<file path="src/rtl/svc_ack_pkg.sv">
package svc_ack_pkg;
   localparam int SEL_W       = 3;
   localparam int NUM_TYPES   = 3;
   localparam int SEL_VECTOR  = 0;
   localparam int SEL_LVL_BASE = 1;
   localparam int SEL_GCR_BASE = SEL_LVL_BASE + NUM_TYPES;

   typedef enum logic [1:0] {
      TY_MODEM = 2'd0,
      TY_TX    = 2'd1,
      TY_RX    = 2'd2
   } svc_type_e;

   function automatic logic [2:0] grp_code_of(input int idx);
      return 3'(idx + 1);
   endfunction
endpackage

</file>
<file path="src/rtl/svc_regfile.sv">
module svc_regfile
   import svc_ack_pkg::*;
#(
   parameter int DATA_W = 8,
   parameter int UID_W  = 5,
   parameter int NTYPES = NUM_TYPES
) (
   input  logic                           clk,
   input  logic                           rst_n,
   input  logic                           wr_en,
   input  logic [SEL_W-1:0]               wr_sel,
   input  logic [DATA_W-1:0]              wr_data,
   output logic [UID_W-1:0]               uid,
   output logic [NTYPES-1:0][DATA_W-1:0]  lvl,
   output logic [NTYPES-1:0][DATA_W-1:0]  gcr
);
   localparam int GCR_BASE = SEL_LVL_BASE + NTYPES;

   if (GCR_BASE + NTYPES > (1 << SEL_W)) begin : g_bad_sel
      $error("register select too narrow for type count");
   end
   if (UID_W >= DATA_W) begin : g_bad_uid
      $error("identifier must leave room for the group code");
   end

   always_ff @(posedge clk) begin
      if (!rst_n) begin
         uid <= '0;
      end else if (wr_en && wr_sel == SEL_W'(SEL_VECTOR)) begin
         uid <= wr_data[DATA_W-1 -: UID_W];
      end
   end

   for (genvar t = 0; t < NTYPES; t++) begin : g_type
      always_ff @(posedge clk) begin
         if (!rst_n) begin
            lvl[t] <= '0;
            gcr[t] <= '0;
         end else if (wr_en) begin
            if (wr_sel == SEL_W'(SEL_LVL_BASE + t)) lvl[t] <= wr_data;
            if (wr_sel == SEL_W'(GCR_BASE + t))     gcr[t] <= wr_data;
         end
      end
   end

   p_uid_hold_r2: assert property (@(posedge clk) disable iff (!rst_n)
      !(wr_en && wr_sel == SEL_W'(SEL_VECTOR)) |=> $stable(uid));
   p_none_write_r10: assert property (@(posedge clk) disable iff (!rst_n)
      (wr_en && wr_sel == {SEL_W{1'b1}}) |=> ($stable(lvl) && $stable(gcr) && $stable(uid)));
endmodule

</file>
<file path="src/rtl/svc_match.sv">
module svc_match
   import svc_ack_pkg::*;
#(
   parameter int DATA_W = 8,
   parameter int ADDR_W = 8,
   parameter int GRP_W  = 3,
   parameter int NTYPES = NUM_TYPES
) (
   input  logic                           clk,
   input  logic                           rst_n,
   input  logic                           ack_strobe,
   input  logic                           allow,
   input  logic [ADDR_W-1:0]              ack_addr,
   input  logic [NTYPES-1:0][DATA_W-1:0]  lvl,
   input  logic [NTYPES-1:0]              pend,
   output logic                           any_hit,
   output logic [GRP_W-1:0]               code
);
   if (ADDR_W > DATA_W) begin : g_bad_addr
      $error("address wider than level registers");
   end
   if (NTYPES + 1 > (1 << GRP_W)) begin : g_bad_grp
      $error("group code too narrow");
   end

   logic [NTYPES-1:0] hit;
   logic [NTYPES-1:0] grant;

   for (genvar t = 0; t < NTYPES; t++) begin : g_cmp
      assign hit[t] = ack_strobe && allow && pend[t] &&
                      (ack_addr == lvl[t][ADDR_W-1:0]);
   end

   // highest type index wins: receive over transmit over modem
   always_comb begin
      grant = '0;
      code  = '0;
      for (int t = 0; t < NTYPES; t++) begin
         if (hit[t]) begin
            grant = '0;
            grant[t] = 1'b1;
            code = GRP_W'(t + 1);
         end
      end
   end

   assign any_hit = |hit;

   p_grant_onehot_r5: assert property (@(posedge clk) disable iff (!rst_n)
      $onehot0(grant));
   p_code_nonzero_r4: assert property (@(posedge clk) disable iff (!rst_n)
      any_hit |-> (code != '0));
   p_rx_first_r5: assert property (@(posedge clk) disable iff (!rst_n)
      hit[NTYPES-1] |-> (code == GRP_W'(NTYPES)));
endmodule

</file>
<file path="src/rtl/svc_context.sv">
module svc_context #(
   parameter int CHAN_W = 3,
   parameter int GRP_W  = 3
) (
   input  logic              clk,
   input  logic              rst_n,
   input  logic              take,
   input  logic [GRP_W-1:0]  take_code,
   input  logic [CHAN_W-1:0] act_chan,
   input  logic              end_svc,
   output logic              ctx_active,
   output logic [CHAN_W-1:0] ctx_chan,
   output logic [GRP_W-1:0]  ctx_code
);
   always_ff @(posedge clk) begin
      if (!rst_n) begin
         ctx_active <= 1'b0;
         ctx_chan   <= '0;
         ctx_code   <= '0;
      end else if (take) begin
         ctx_active <= 1'b1;
         ctx_chan   <= act_chan;
         ctx_code   <= take_code;
      end else if (end_svc) begin
         ctx_active <= 1'b0;
         ctx_code   <= '0;
      end
   end

   p_take_opens_r7: assert property (@(posedge clk) disable iff (!rst_n)
      take |=> (ctx_active && ctx_code == $past(take_code) && ctx_chan == $past(act_chan)));
   p_ctx_holds_r7: assert property (@(posedge clk) disable iff (!rst_n)
      (ctx_active && !end_svc) |=> (ctx_active && $stable(ctx_chan) && $stable(ctx_code)));
   p_end_closes_r8: assert property (@(posedge clk) disable iff (!rst_n)
      (ctx_active && end_svc) |=> !ctx_active);
   p_take_idle_r7: assert property (@(posedge clk) disable iff (!rst_n)
      take |-> !ctx_active);
endmodule

</file>
<file path="src/rtl/svc_ack_vector.sv">
module svc_ack_vector
   import svc_ack_pkg::*;
#(
   parameter int DATA_W  = 8,
   parameter int ADDR_W  = 8,
   parameter int UID_W   = 5,
   parameter int CHAN_W  = 3,
   parameter int OVL_LSB = 2
) (
   input  logic              clk,
   input  logic              rst_n,
   input  logic              wr_en,
   input  logic [SEL_W-1:0]  reg_sel,
   input  logic [DATA_W-1:0] wr_data,
   output logic [DATA_W-1:0] rd_data,
   input  logic              ack_strobe,
   input  logic [ADDR_W-1:0] ack_addr,
   input  logic [2:0]        pend,
   input  logic [CHAN_W-1:0] act_chan,
   input  logic [CHAN_W-1:0] car_val,
   input  logic              end_svc,
   output logic [DATA_W-1:0] vec_out,
   output logic              vec_oe
);
   localparam int GRP_W   = DATA_W - UID_W;
   localparam int NTYPES  = NUM_TYPES;
   localparam int OVL_MSB = OVL_LSB + CHAN_W - 1;

   if (OVL_MSB >= DATA_W) begin : g_bad_ovl
      $error("overlay field exceeds register width");
   end

   logic [UID_W-1:0]              uid;
   logic [NTYPES-1:0][DATA_W-1:0] lvl;
   logic [NTYPES-1:0][DATA_W-1:0] gcr;
   logic                          any_hit;
   logic [GRP_W-1:0]              code;
   logic                          ctx_active;
   logic [CHAN_W-1:0]             ctx_chan;
   logic [GRP_W-1:0]              ctx_code;
   logic [CHAN_W-1:0]             ovl_chan;

   svc_regfile #(.DATA_W(DATA_W), .UID_W(UID_W), .NTYPES(NTYPES)) u_regs (
      .clk(clk), .rst_n(rst_n), .wr_en(wr_en), .wr_sel(reg_sel),
      .wr_data(wr_data), .uid(uid), .lvl(lvl), .gcr(gcr)
   );

   svc_match #(.DATA_W(DATA_W), .ADDR_W(ADDR_W), .GRP_W(GRP_W), .NTYPES(NTYPES)) u_match (
      .clk(clk), .rst_n(rst_n), .ack_strobe(ack_strobe), .allow(!ctx_active),
      .ack_addr(ack_addr), .lvl(lvl), .pend(pend), .any_hit(any_hit), .code(code)
   );

   svc_context #(.CHAN_W(CHAN_W), .GRP_W(GRP_W)) u_ctx (
      .clk(clk), .rst_n(rst_n), .take(any_hit), .take_code(code),
      .act_chan(act_chan), .end_svc(end_svc), .ctx_active(ctx_active),
      .ctx_chan(ctx_chan), .ctx_code(ctx_code)
   );

   assign vec_oe   = any_hit;
   assign vec_out  = {uid, code};
   assign ovl_chan = ctx_active ? ctx_chan : car_val;

   always_comb begin
      rd_data = '0;
      if (reg_sel == SEL_W'(SEL_VECTOR)) begin
         rd_data = {uid, ctx_code};
      end
      for (int t = 0; t < NTYPES; t++) begin
         if (reg_sel == SEL_W'(SEL_LVL_BASE + t)) begin
            rd_data = lvl[t];
         end
         if (reg_sel == SEL_W'(SEL_GCR_BASE + t)) begin
            rd_data = gcr[t];
            rd_data[OVL_MSB:OVL_LSB] = ovl_chan;
         end
      end
   end

   p_oe_gate_r6: assert property (@(posedge clk) disable iff (!rst_n)
      vec_oe |-> (ack_strobe && !ctx_active));
   p_no_take_r6: assert property (@(posedge clk) disable iff (!rst_n)
      (!vec_oe && !ctx_active) |=> !ctx_active);
   p_vec_uid_r4: assert property (@(posedge clk) disable iff (!rst_n)
      vec_oe |-> (vec_out[DATA_W-1 -: UID_W] == rd_data[DATA_W-1 -: UID_W] ||
                  reg_sel != SEL_W'(SEL_VECTOR)));
endmodule

</file>
<file path="config.mk">
export PLATFORM = sky130hd
export DESIGN_NAME = svc_ack_vector
export DESIGN_NICKNAME = d
export VERILOG_FILES = /design/src/rtl/svc_ack_pkg.sv /design/src/rtl/svc_regfile.sv /design/src/rtl/svc_match.sv /design/src/rtl/svc_context.sv /design/src/rtl/svc_ack_vector.sv
export SDC_FILE = /design/constraint.sdc
export NUM_CORES = 1
export LEC_CHECK = 0
export ABC_CLOCK_PERIOD_IN_PS = 1400
export BUFFER_PORTS_ARGS = -buffer_cell sky130_fd_sc_hd__buf_2
export CORE_MARGIN = 5
export CORE_UTILIZATION = 50
export DETAILED_ROUTE_END_ITERATION = 10
export PLACE_DENSITY = 0.77
export REMOVE_ABC_BUFFERS = 1
export SETUP_SLACK_MARGIN = 0.5
export SLEW_MARGIN = 20
export SYNTH_ARGS = -nofsm -noshare
export SYNTH_HDL_FRONTEND = slang
export SYNTH_SLANG_ARGS = --single-unit
</file>
<file path="constraint.sdc">
create_clock -name clk -period 1.4 [get_ports clk]
set_clock_uncertainty 0.1 [all_clocks]
set_input_delay 0.14 -clock clk [delete_from_list [all_inputs] [get_ports clk]]
set_output_delay 0.14 -clock clk [all_outputs]
set_load 0.005 [all_outputs]
</file>
==> results of run 1 <==
==> cells in the final DEF (no fill, tap or decap), types with 5 or more instances in the layout <==
cell / instances
mux2i_1: 30
nor2b_1: 26
dfxtp_1: 35
dfxtp_2: 12
nand2_2: 15
xor2_1: 13
dlygate4sd3_1: 6
buf_2: 41
a21boi_2: 11
nand2_1: 35
buf_4: 43
clkbuf_8: 6
mux2_4: 5
nand2_4: 5
a21oi_1: 13
nor3_1: 5
a21boi_1: 12
o21ai_1: 8
buf_6: 32
xnor2_1: 10
nor2_1: 11
==> Yosys cell counts (3+ instances only) <==
library cell and number:
nand2b_1 6, mux2_2 6, inv_1 4, mux2i_1 31
a21boi_0 22, clkbuf_1 6, nor2b_1 29, o21ai_0 12
buf_2 12, a211oi_1 5, nand2_1 55, xnor2_1 10
xor2_1 14, a21oi_1 15, a22oi_1 3, dfxtp_1 50
nor3_1 8, nand3_1 9, nor2_1 13
==> flip-flops by register name (all words and copies together) (netlist names) <==
| name | flops |
|---|---|
| u_regs.lvl | 24 |
| u_regs.gcr | 15 |
| u_regs.uid | 5 |
| u_ctx.ctx_chan | 3 |
| u_ctx.ctx_code | 2 |
| u_ctx.ctx_active | 1 |
==> timing repair <==
action / 4_1_cts / 5_1_grt
resized for setup: 107 / 74
endpoints found under the setup margin: 66 / 66
cloned: 0 / 0
buffers inserted: 7 / 7
pin swaps: 29 / 37
hold buffers: 6 / 0
hold endpoints to repair: 6 / 0
==> final timing paths <==
check                                 start                        endpoint  cells past startpoint  slack (ns)
max             u_regs.lvl[15]$_SDFFE_PN0P_                          vec_oe                      6       -0.53
min                                 end_svc   u_ctx.ctx_active$_SDFFE_PN0P_                      3       0.001
max reg2reg     u_regs.lvl[15]$_SDFFE_PN0P_  u_ctx.ctx_chan[2]$_SDFFE_PN0P_                      6       -0.28
min reg2reg  u_ctx.ctx_chan[2]$_SDFFE_PN0P_  u_ctx.ctx_chan[2]$_SDFFE_PN0P_                      2        0.38
==> area by class of cell <==
type                            instances  area share [%]
Antenna cell                            1          0.0579
Clock buffer                            6            1.91
Clock inverter                          2           0.290
Inverter                                4           0.348
Multi-Input combinational cell        261            46.3
Sequential cell                        50            23.8
Tap cell                               72            2.09
Timing Repair Buffer                  130            25.2
==> power by group <==
group	switching, W	leakage (nW)	internal (W)
clock	0.000516	0.0472	0.000398
combinational	0.000344	1.38	0.000336
sequential	0.0000226	0.413	0.00144
==> stage by stage <==
step	util, %	cell area [um2]
global route	78.9	4320
global placement	64.2	3510
finish	78.9	4320
floorplan	-	2710
CTS	73.7	4030
detailed placement	64.2	3510
==> routing by layer <==
metal	track usage [%]	wire, um	up-vias
li1	-	-	1364
met1	28.5	4010	1455
met2	43.9	5180	212
met3	4.85	838	78
met4	13.1	731	0
met5	0	0	-
==> worst max-delay path, stage by stage (launching register included) <==
cell and delay [ns]:
dfxtp_2 0.35, xor2_2 0.15, nor4_2 0.28, nand3_1 0.15, and3b_2 0.28, inv_2 0.07, buf_6 0.09
==> cell families after synthesis <==
| group | count (synthesis) |
|---|---|
| xor gates and xnor gates | 24 |
| other | 1 |
| AOI/OAI and AO/OA | 63 |
| buffers and inverters | 25 |
| DFF | 50 |
| muxes | 37 |
| and+or+nand+nor | 136 |
==> results.toml, run 1 <==
[timing]
setup_slack_ns = -0.531
whs_ns = 0.00145
finalHoldViolCount = 0
slew_viol_final = 0
setup_violations = 17
tightestPinTransition_ns = 0.512
max_freq_ghz = 0.518
period_share_pct = 138
maxSlewHeadroom_pct = 65.8
fin_crit_ns = 1.93
rsz0062_at_grt = "yes"
finalSetupTns_ns = -5.19

[worst_setup_path]
path_class = "flop to output port"
end_kind = "output port"
path_max_fanout = 3
crit_required_ns = 1.16
crit_arrival_ns = 1.69
start_kind = "flop"

[floorplan]
initial_core_util_pct = 51.4
dieArea_um2 = 7220
die_w_um = 85.0
die_h_um = 85.0
placementRows = 27
ios = 50
fp.coreArea_um2 = 5470

[yosys]
yosysTopAreaCellShare_pct = 35.6
synthAdderAreaFrac_pct = 0
seq_area_frac_synth_pct = 35.6
synthArstFlopShare_pct = 0
yosysUniqueCellTypes = 40
syn-instance-count = 336
synth_compound_area_share_pct = 14.4
syn-cell-area_um2 = 2810
synthXorXnorAreaFrac_pct = 7.48
synth.area.top_cells = "dfxtp_1 36%, mux2i_1 11%, nand2_1 7.3%, nor2b_1 6.5%, a21boi_0 5.9%"
synth_edf_count = 0
synth_largest_area_cell = "dfxtp_1"
ys.flop_type = "dfxtp_1"
yosys.area_share.simple_pct = 24.7
synth_top_family_by_area = "simple AND/OR/NAND/NOR gates"
synth-seq-cells = 50
synth_mux_area_share_pct = 13.4
yosysWarnings = 0
syn_avg_cell_area_um2 = 8.37

[global_route]
grt_start_max_net_pins = 54
grt_pass1_wl_um = 14400
grtUsageTotal_pct = 25.0
antenna_found_initial = 1
grt_pass1_vias = 3009
grt.overflow.total = 0

[placed_design]
placedCellCount = 497
dp_slack_ns = -0.205
dpl.hpwl_um = 5830
numPortBuffers = 48
gp_congestion = 0.856

[job]
drv_cap = 0

[detailed_routing]
vias_per_cell = 5.91
wl_per_cell_um = 20.5
postRouteAntennaNets = 0
drtIter0Drc = 274
first_pass_iters = 7
wl_um = 10800
drc_errors = 0
dr_total_vias = 3109

[clocking]
cts_root_buf = "clkbuf_8"
clock_sink_count = 50
clock_latency_ns = 0.32
cts_tree = "done"
numCtsBuffers = 5
path_clk_slew_ns = 0.10
htreeDepth = 2
clockBufferDepth = 2

[pwr]
finalPower_w = 0.00306
ir_drop_mv = 1.06
leakage_nw = 1.84
powerDensity_nw_per_um2 = 709

[outcome]
failed_checks = "setup timing"
status = "finished with violations"

[cells_and_area]
layout.cells.non_filler = 526
nFillCells = 309
drive_gt1_share_pct = 48.6
multi_input_area_um2 = 2000
area_delta_synth_final_pct = 53.6
seqCellArea_um2 = 1030
finalNetCount = 485

[worst_hold_path]
hold_path.class = "input pin to flop"
No activity file was read; power rests on OpenSTA's default activity.
==> run 2: changes to the inputs <==
Settings changed: ABC_AREA set to 1, PLACE_DENSITY 0.77 to 0.78.
==> results.toml, run 2 <==
[clocking]
htreeDepth = 2
clock_latency_ns = 0.31
numCtsBuffers = 5
cts_tree = "done"
clock_sink_count = 50
cts_root_buf = "clkbuf_8"
clockBufferDepth = 2
path_clk_slew_ns = 0.09

[yosys]
synthArstFlopShare_pct = 0
syn-instance-count = 402
yosysMostFrequentCell = "nand2_1"
synth_edf_count = 0
ys.flop_type = "dfxtp_1"
yosysTopAreaCellShare_pct = 36.8
yosysWarnings = 0
seq_area_frac_synth_pct = 36.8
ys_top_cells_by_count = "80 x nand2_1, 50 x dfxtp_1, 46 x inv_1, 45 x a21oi_1, 36 x nor2_1"
syn-cell-area_um2 = 2720
synth_largest_area_cell = "dfxtp_1"
synth.area.top_cells = "dfxtp_1 37%, nand2_1 11%, a21oi_1 8.3%, inv_1 6.3%, o21ai_0 6.3%"
syn_avg_cell_area_um2 = 6.77
yosysUniqueCellTypes = 33
synth-seq-cells = 50

[floorplan]
dieArea_um2 = 7020
placementRows = 26
die_w_um = 83.8
fp.coreArea_um2 = 5200
ios = 50
die_h_um = 83.8
initial_core_util_pct = 52.3

[pwr]
ir_drop_mv = 0.707
finalPower_w = 0.00314
leakage_nw = 1.74
powerDensity_nw_per_um2 = 737

[worst_setup_path]
startpoint = "u_ctx.ctx_active$_SDFFE_PN0P_"
end_kind = "output port"
cpLargestDelayFamily = "simple AND/OR/NAND/NOR gates"
timing.rr.start = "u_ctx.ctx_active$_SDFFE_PN0P_"
crit_arrival_ns = 1.62
cp.buffers_inverters = 3
path_max_fanout = 4
timing.critical_path.cells = "inv_4 -> nand3_1 -> nor2_1 -> nand3_1 -> nor2_2 -> nor2_2 -> inv_1 -> buf_2"
path_class = "flop to output port"
crit_required_ns = 1.16
slowest_delay_ns = 0.38
cpMaxStageDelayCell = "dfxtp_4"
start_kind = "flop"

[cells_and_area]
finalNetCount = 554
layout.cells.non_filler = 590
layout_common_cells = "64 x nand2_1, 53 x buf_4, 44 x buf_2"
top_register = "u_regs.lvl"
largest_reg_flops = 24
drive_gt1_share_pct = 52.9
fin_util_pct = 81.9
area_delta_synth_final_pct = 56.7
diodes = 0
seqCellArea_um2 = 1040
final_common_cell = "nand2_1"
reg_top3 = "u_regs.lvl: 24 flops, u_regs.gcr: 15 flops, u_regs.uid: 5 flops"
fin_area_um2 = 4260
multi_input_area_um2 = 1860
nFillCells = 313

[timing]
max_freq_ghz = 0.537
setup_violations = 17
slew_viol_final = 0
setup_slack_ns = -0.461
rsz0062_at_grt = "yes"
finalHoldViolCount = 0
finalSetupTns_ns = -4.60
fin_crit_ns = 1.86
period_share_pct = 133

[placed_design]
placedCellCount = 564
gp_congestion = 0.934
dpl_cell_area_um2 = 3430
dpl.hpwl_um = 6320
numPortBuffers = 48

[global_route]
grt_pass1_vias = 3275
grt.overflow.total = 0
grt_pass1_wl_um = 16100
antenna_found_initial = 0
grtUsageTotal_pct = 28.9
grt_start_max_net_pins = 23

[worst_hold_path]
min_from = "wr_data[7]"
hold_path.class = "input pin to flop"

[detailed_routing]
drc_errors = 0
first_pass_iters = 6
drtIter0Drc = 511
wl_per_cell_um = 19.4
vias_per_cell = 6.06
wl_um = 11400
dr_total_vias = 3578
postRouteAntennaNets = 0

[outcome]
status = "finished with violations"
failed_checks = "setup timing"

[job]
drv_cap = 0
run 2: routing by layer:
layer,share of wire (%),vias to the layer above,GRT usage [%]
met1,35,1647,34.4
met4,6.5,0,14.2
met3,11,86,6.32
met2,48,270,48.7
met5,0,-,0
li1,-,1575,-
run 2: what timing repair did:
item / CTS / global route
gates resized for setup: 140 / 74
gates cloned: 3 / 0
buffers inserted: 9 / 5
setup endpoints to repair: 66 / 64
pin swaps: 36 / 26
hold buffers: 3 / 0
hold endpoints to repair: 3 / 0
run 2: logic make-up (layout without fill, tap and decap cells):
| kind of cell | after synthesis | after routing | share of synthesized area [%] |
|---|---|---|---|
| AOI/OAI and AO/OA | 104 | 104 | 21.5 |
| xor gates and xnor gates | 6 | 6 | 1.93 |
| buffers and inverters | 69 | 185 | 10.6 |
| DFF | 50 | 50 | 36.8 |
| muxes | 1 | 1 | 0.368 |
| other | 1 | 1 | 0.138 |
| and+or+nand+nor | 171 | 173 | 28.7 |
run 2: metrics by stage:
stage	setup slack [ns]	hold slack, ns
global route	-0.535	0.0517
CTS	-0.403	0.0304
floorplan	0.0588	0.151
detailed placement	-0.137	0.303
finish	-0.461	0.0473
global placement	-0.126	0.297
run 2: where the power goes:
part,internal (W),switching [W],total [W]
Clock,0.000383,0.000496,0.000879
Combinational,0.000322,0.000447,0.000769
Sequential,0.00147,0.0000293,0.00150
Total,0.00217,0.000972,0.00314
run 2: path summary, 6_finish.rpt:
path,to,slack (ns),depth (start not counted)
setup reg to reg,u_ctx.ctx_code[1]$_SDFFE_PN0P_,-0.38,11
hold / removal,u_regs.lvl[7]$_SDFFE_PN0P_,0.05,3
hold reg to reg,u_regs.gcr[0]$_SDFFE_PN0P_,0.36,2
setup / recovery,vec_out[0],-0.46,8
run 2: cell type report:
class,count,area share (%)
inverter,58,6.10
sequential,50,24.4
clock buffer,6,1.94
multi-input combinational,285,43.6
timing repair buffer,121,21.9
tap,70,2.05
run 2: tightest hold or removal path: cells and delay by family:
kind	cells	cell delay [ns]
buffers and inverters	1	0.15
and+or+nand+nor	2	0.13
==> run 3: changes to the inputs <==
Settings changed: CORE_MARGIN 5 to not set, REMOVE_ABC_BUFFERS 1 to not set.
==> results.toml, run 3 (same netlist as run 2, synthesis figures left out) <==
[outcome]
status = "finished with violations"
failed_checks = "setup timing"

[job]
drv_cap = 0

[cells_and_area]
finalNetCount = 576
drive_gt1_share_pct = 58.6
multi_input_area_um2 = 2040
fin_util_pct = 91.8
reg_top3 = "u_regs.lvl: 24 flops, u_regs.gcr: 15 flops, u_regs.uid: 5 flops"
largest_reg_flops = 24
diodes = 0
top_register = "u_regs.lvl"
seqCellArea_um2 = 1040
nFillCells = 195
layout_common_cells = "63 x buf_4, 61 x nand2_1, 41 x buf_2"
final_common_cell = "buf_4"
area_delta_synth_final_pct = 74.5

[timing]
rsz0062_at_grt = "yes"
fin_crit_ns = 1.96
finalHoldViolCount = 0
period_share_pct = 140
setup_violations = 17
max_freq_ghz = 0.510
tightestPinTransition_ns = 0.610
maxSlewHeadroom_pct = 59.3
whs_ns = 0.0870
slew_viol_final = 0
setup_slack_ns = -0.562

[detailed_routing]
first_pass_iters = 6
wl_per_cell_um = 23.5
postRouteAntennaNets = 0
drc_errors = 0
wl_um = 14400
vias_per_cell = 6.62
dr_total_vias = 4063
drtIter0Drc = 556

[clocking]
clock_latency_ns = 0.32
cts_tree = "done"
htreeDepth = 2
clock_sink_count = 50
clockBufferDepth = 2
numCtsBuffers = 5
cts_root_buf = "clkbuf_8"
path_clk_slew_ns = 0.09

[floorplan]
die_h_um = 75.8
ios = 50
die_w_um = 75.8
initial_core_util_pct = 52.6
placementRows = 26
dieArea_um2 = 5740
fp.coreArea_um2 = 5170

[worst_setup_path]
r2r_cells = 13
crit_required_ns = 1.16
timing.rr.start = "u_regs.lvl[18]$_SDFFE_PN0P_"
path_class = "flop to output port"
r2r_end = "u_ctx.ctx_chan[0]$_SDFFE_PN0P_"
path_max_fanout = 3
r2r_slack_ns = -0.54
end_kind = "output port"
crit_arrival_ns = 1.72
start_kind = "flop"

[worst_hold_path]
min_to = "u_regs.lvl[19]$_SDFFE_PN0P_"
min_from = "wr_data[3]"
holdPathStages = 3
hold_path.class = "input pin to flop"

[pwr]
finalPower_w = 0.00346
ir_drop_mv = 0.615
powerDensity_nw_per_um2 = 729
leakage_nw = 1.94

[yosys]
syn-num-nets = 435

[placed_design]
dpl.hpwl_um = 6570
gp_congestion = 0.911
dp_slack_ns = -0.140
numPortBuffers = 48

[global_route]
grtUsageTotal_pct = 37.7
grt_start_max_net_pins = 25
grt_pass1_vias = 3215
grt.overflow.total = 0
antenna_found_initial = 1
grt_pass1_wl_um = 15800
## run 3: cell types whose count changed in the layout (fill, tap and decap cells not counted), sizes merged, moves of 2 or more
cell      before  now
inv           54   57
buf          118  138
clkinv         2    4
clkinvlp       2    0
## run 3: layout make-up
| type | count | share of cell area, % |
|---|---|---|
| Clock buffer | 6 | 1.53 |
| Clock inverter | 2 | 0.817 |
| Inverter | 58 | 5.96 |
| Multi-Input combinational cell | 284 | 42.9 |
| Sequential cell | 50 | 21.8 |
| Tap cell | 70 | 1.84 |
| Timing Repair Buffer | 142 | 24.6 |
| Timing Repair inverter | 2 | 0.527 |
## run 3: worst max path at each step
stage	from	to	cells past startpoint	slack [ns]
floorplan	u_ctx.ctx_active$_SDFFE_PN0P_	vec_out[0]	9	0.13
global placement	u_ctx.ctx_active$_SDFFE_PN0P_	vec_out[0]	10	-0.06
detailed placement	reg_sel[1]	rd_data[6]	10	-0.14
CTS	u_ctx.ctx_active$_SDFFE_PN0P_	rd_data[2]	6	-0.39
global route	u_regs.lvl[13]$_SDFFE_PN0P_	vec_out[0]	10	-0.66
finish	u_regs.lvl[18]$_SDFFE_PN0P_	vec_oe	9	-0.56
## run 3: repair_timing
item                                    4_1_cts  5_1_grt
setup buffers                                14       13
endpoints found under the hold margin         3        0
resized for setup                           110      101
endpoints found under the setup margin       66       63
hold buffers                                  3        0
pin swaps                                    33       32
cloned                                        1        2
## run 3: critical path, cell delays in order (launching register included)
cell and delay [ns]:
dfxtp_2 0.39, inv_2 0.07, nand2_1 0.07, nand2_1 0.10, nor2_1 0.20, nand3_1 0.13, nor2_2 0.19, nor2_4 0.09
nand2_8 0.08, buf_6 0.09
## run 3: routing by layer
metal	global-route usage [%]	vias up	share of wire, %
met1	43.6	1854	34
li1	-	1628	-
met4	19.5	2	9.2
met2	65.1	427	44
met5	0	-	0.090
met3	8.33	152	13
## run 3: metrics by stage
step | cells | area, um2 | setup TNS (ns)
2_1_floorplan | 402 | 2920 | 0
3_3_place_gp | 573 | 3680 | -0.401
3_5_place_dp | 573 | 3680 | -1.32
4_1_cts | 599 | 4230 | -3.13
5_1_grt | 614 | 4750 | -7.46
6_report | 614 | 4750 | -6.65
## run 3: report_power, final
| group | internal (W) | switching (W) | total (W) |
|---|---|---|---|
| combinational | 0.000373 | 0.000528 | 0.000901 |
| sequential | 0.00147 | 0.0000382 | 0.00150 |
| clock | 0.000538 | 0.000520 | 0.00106 |
| total | 0.00238 | 0.00109 | 0.00346 |
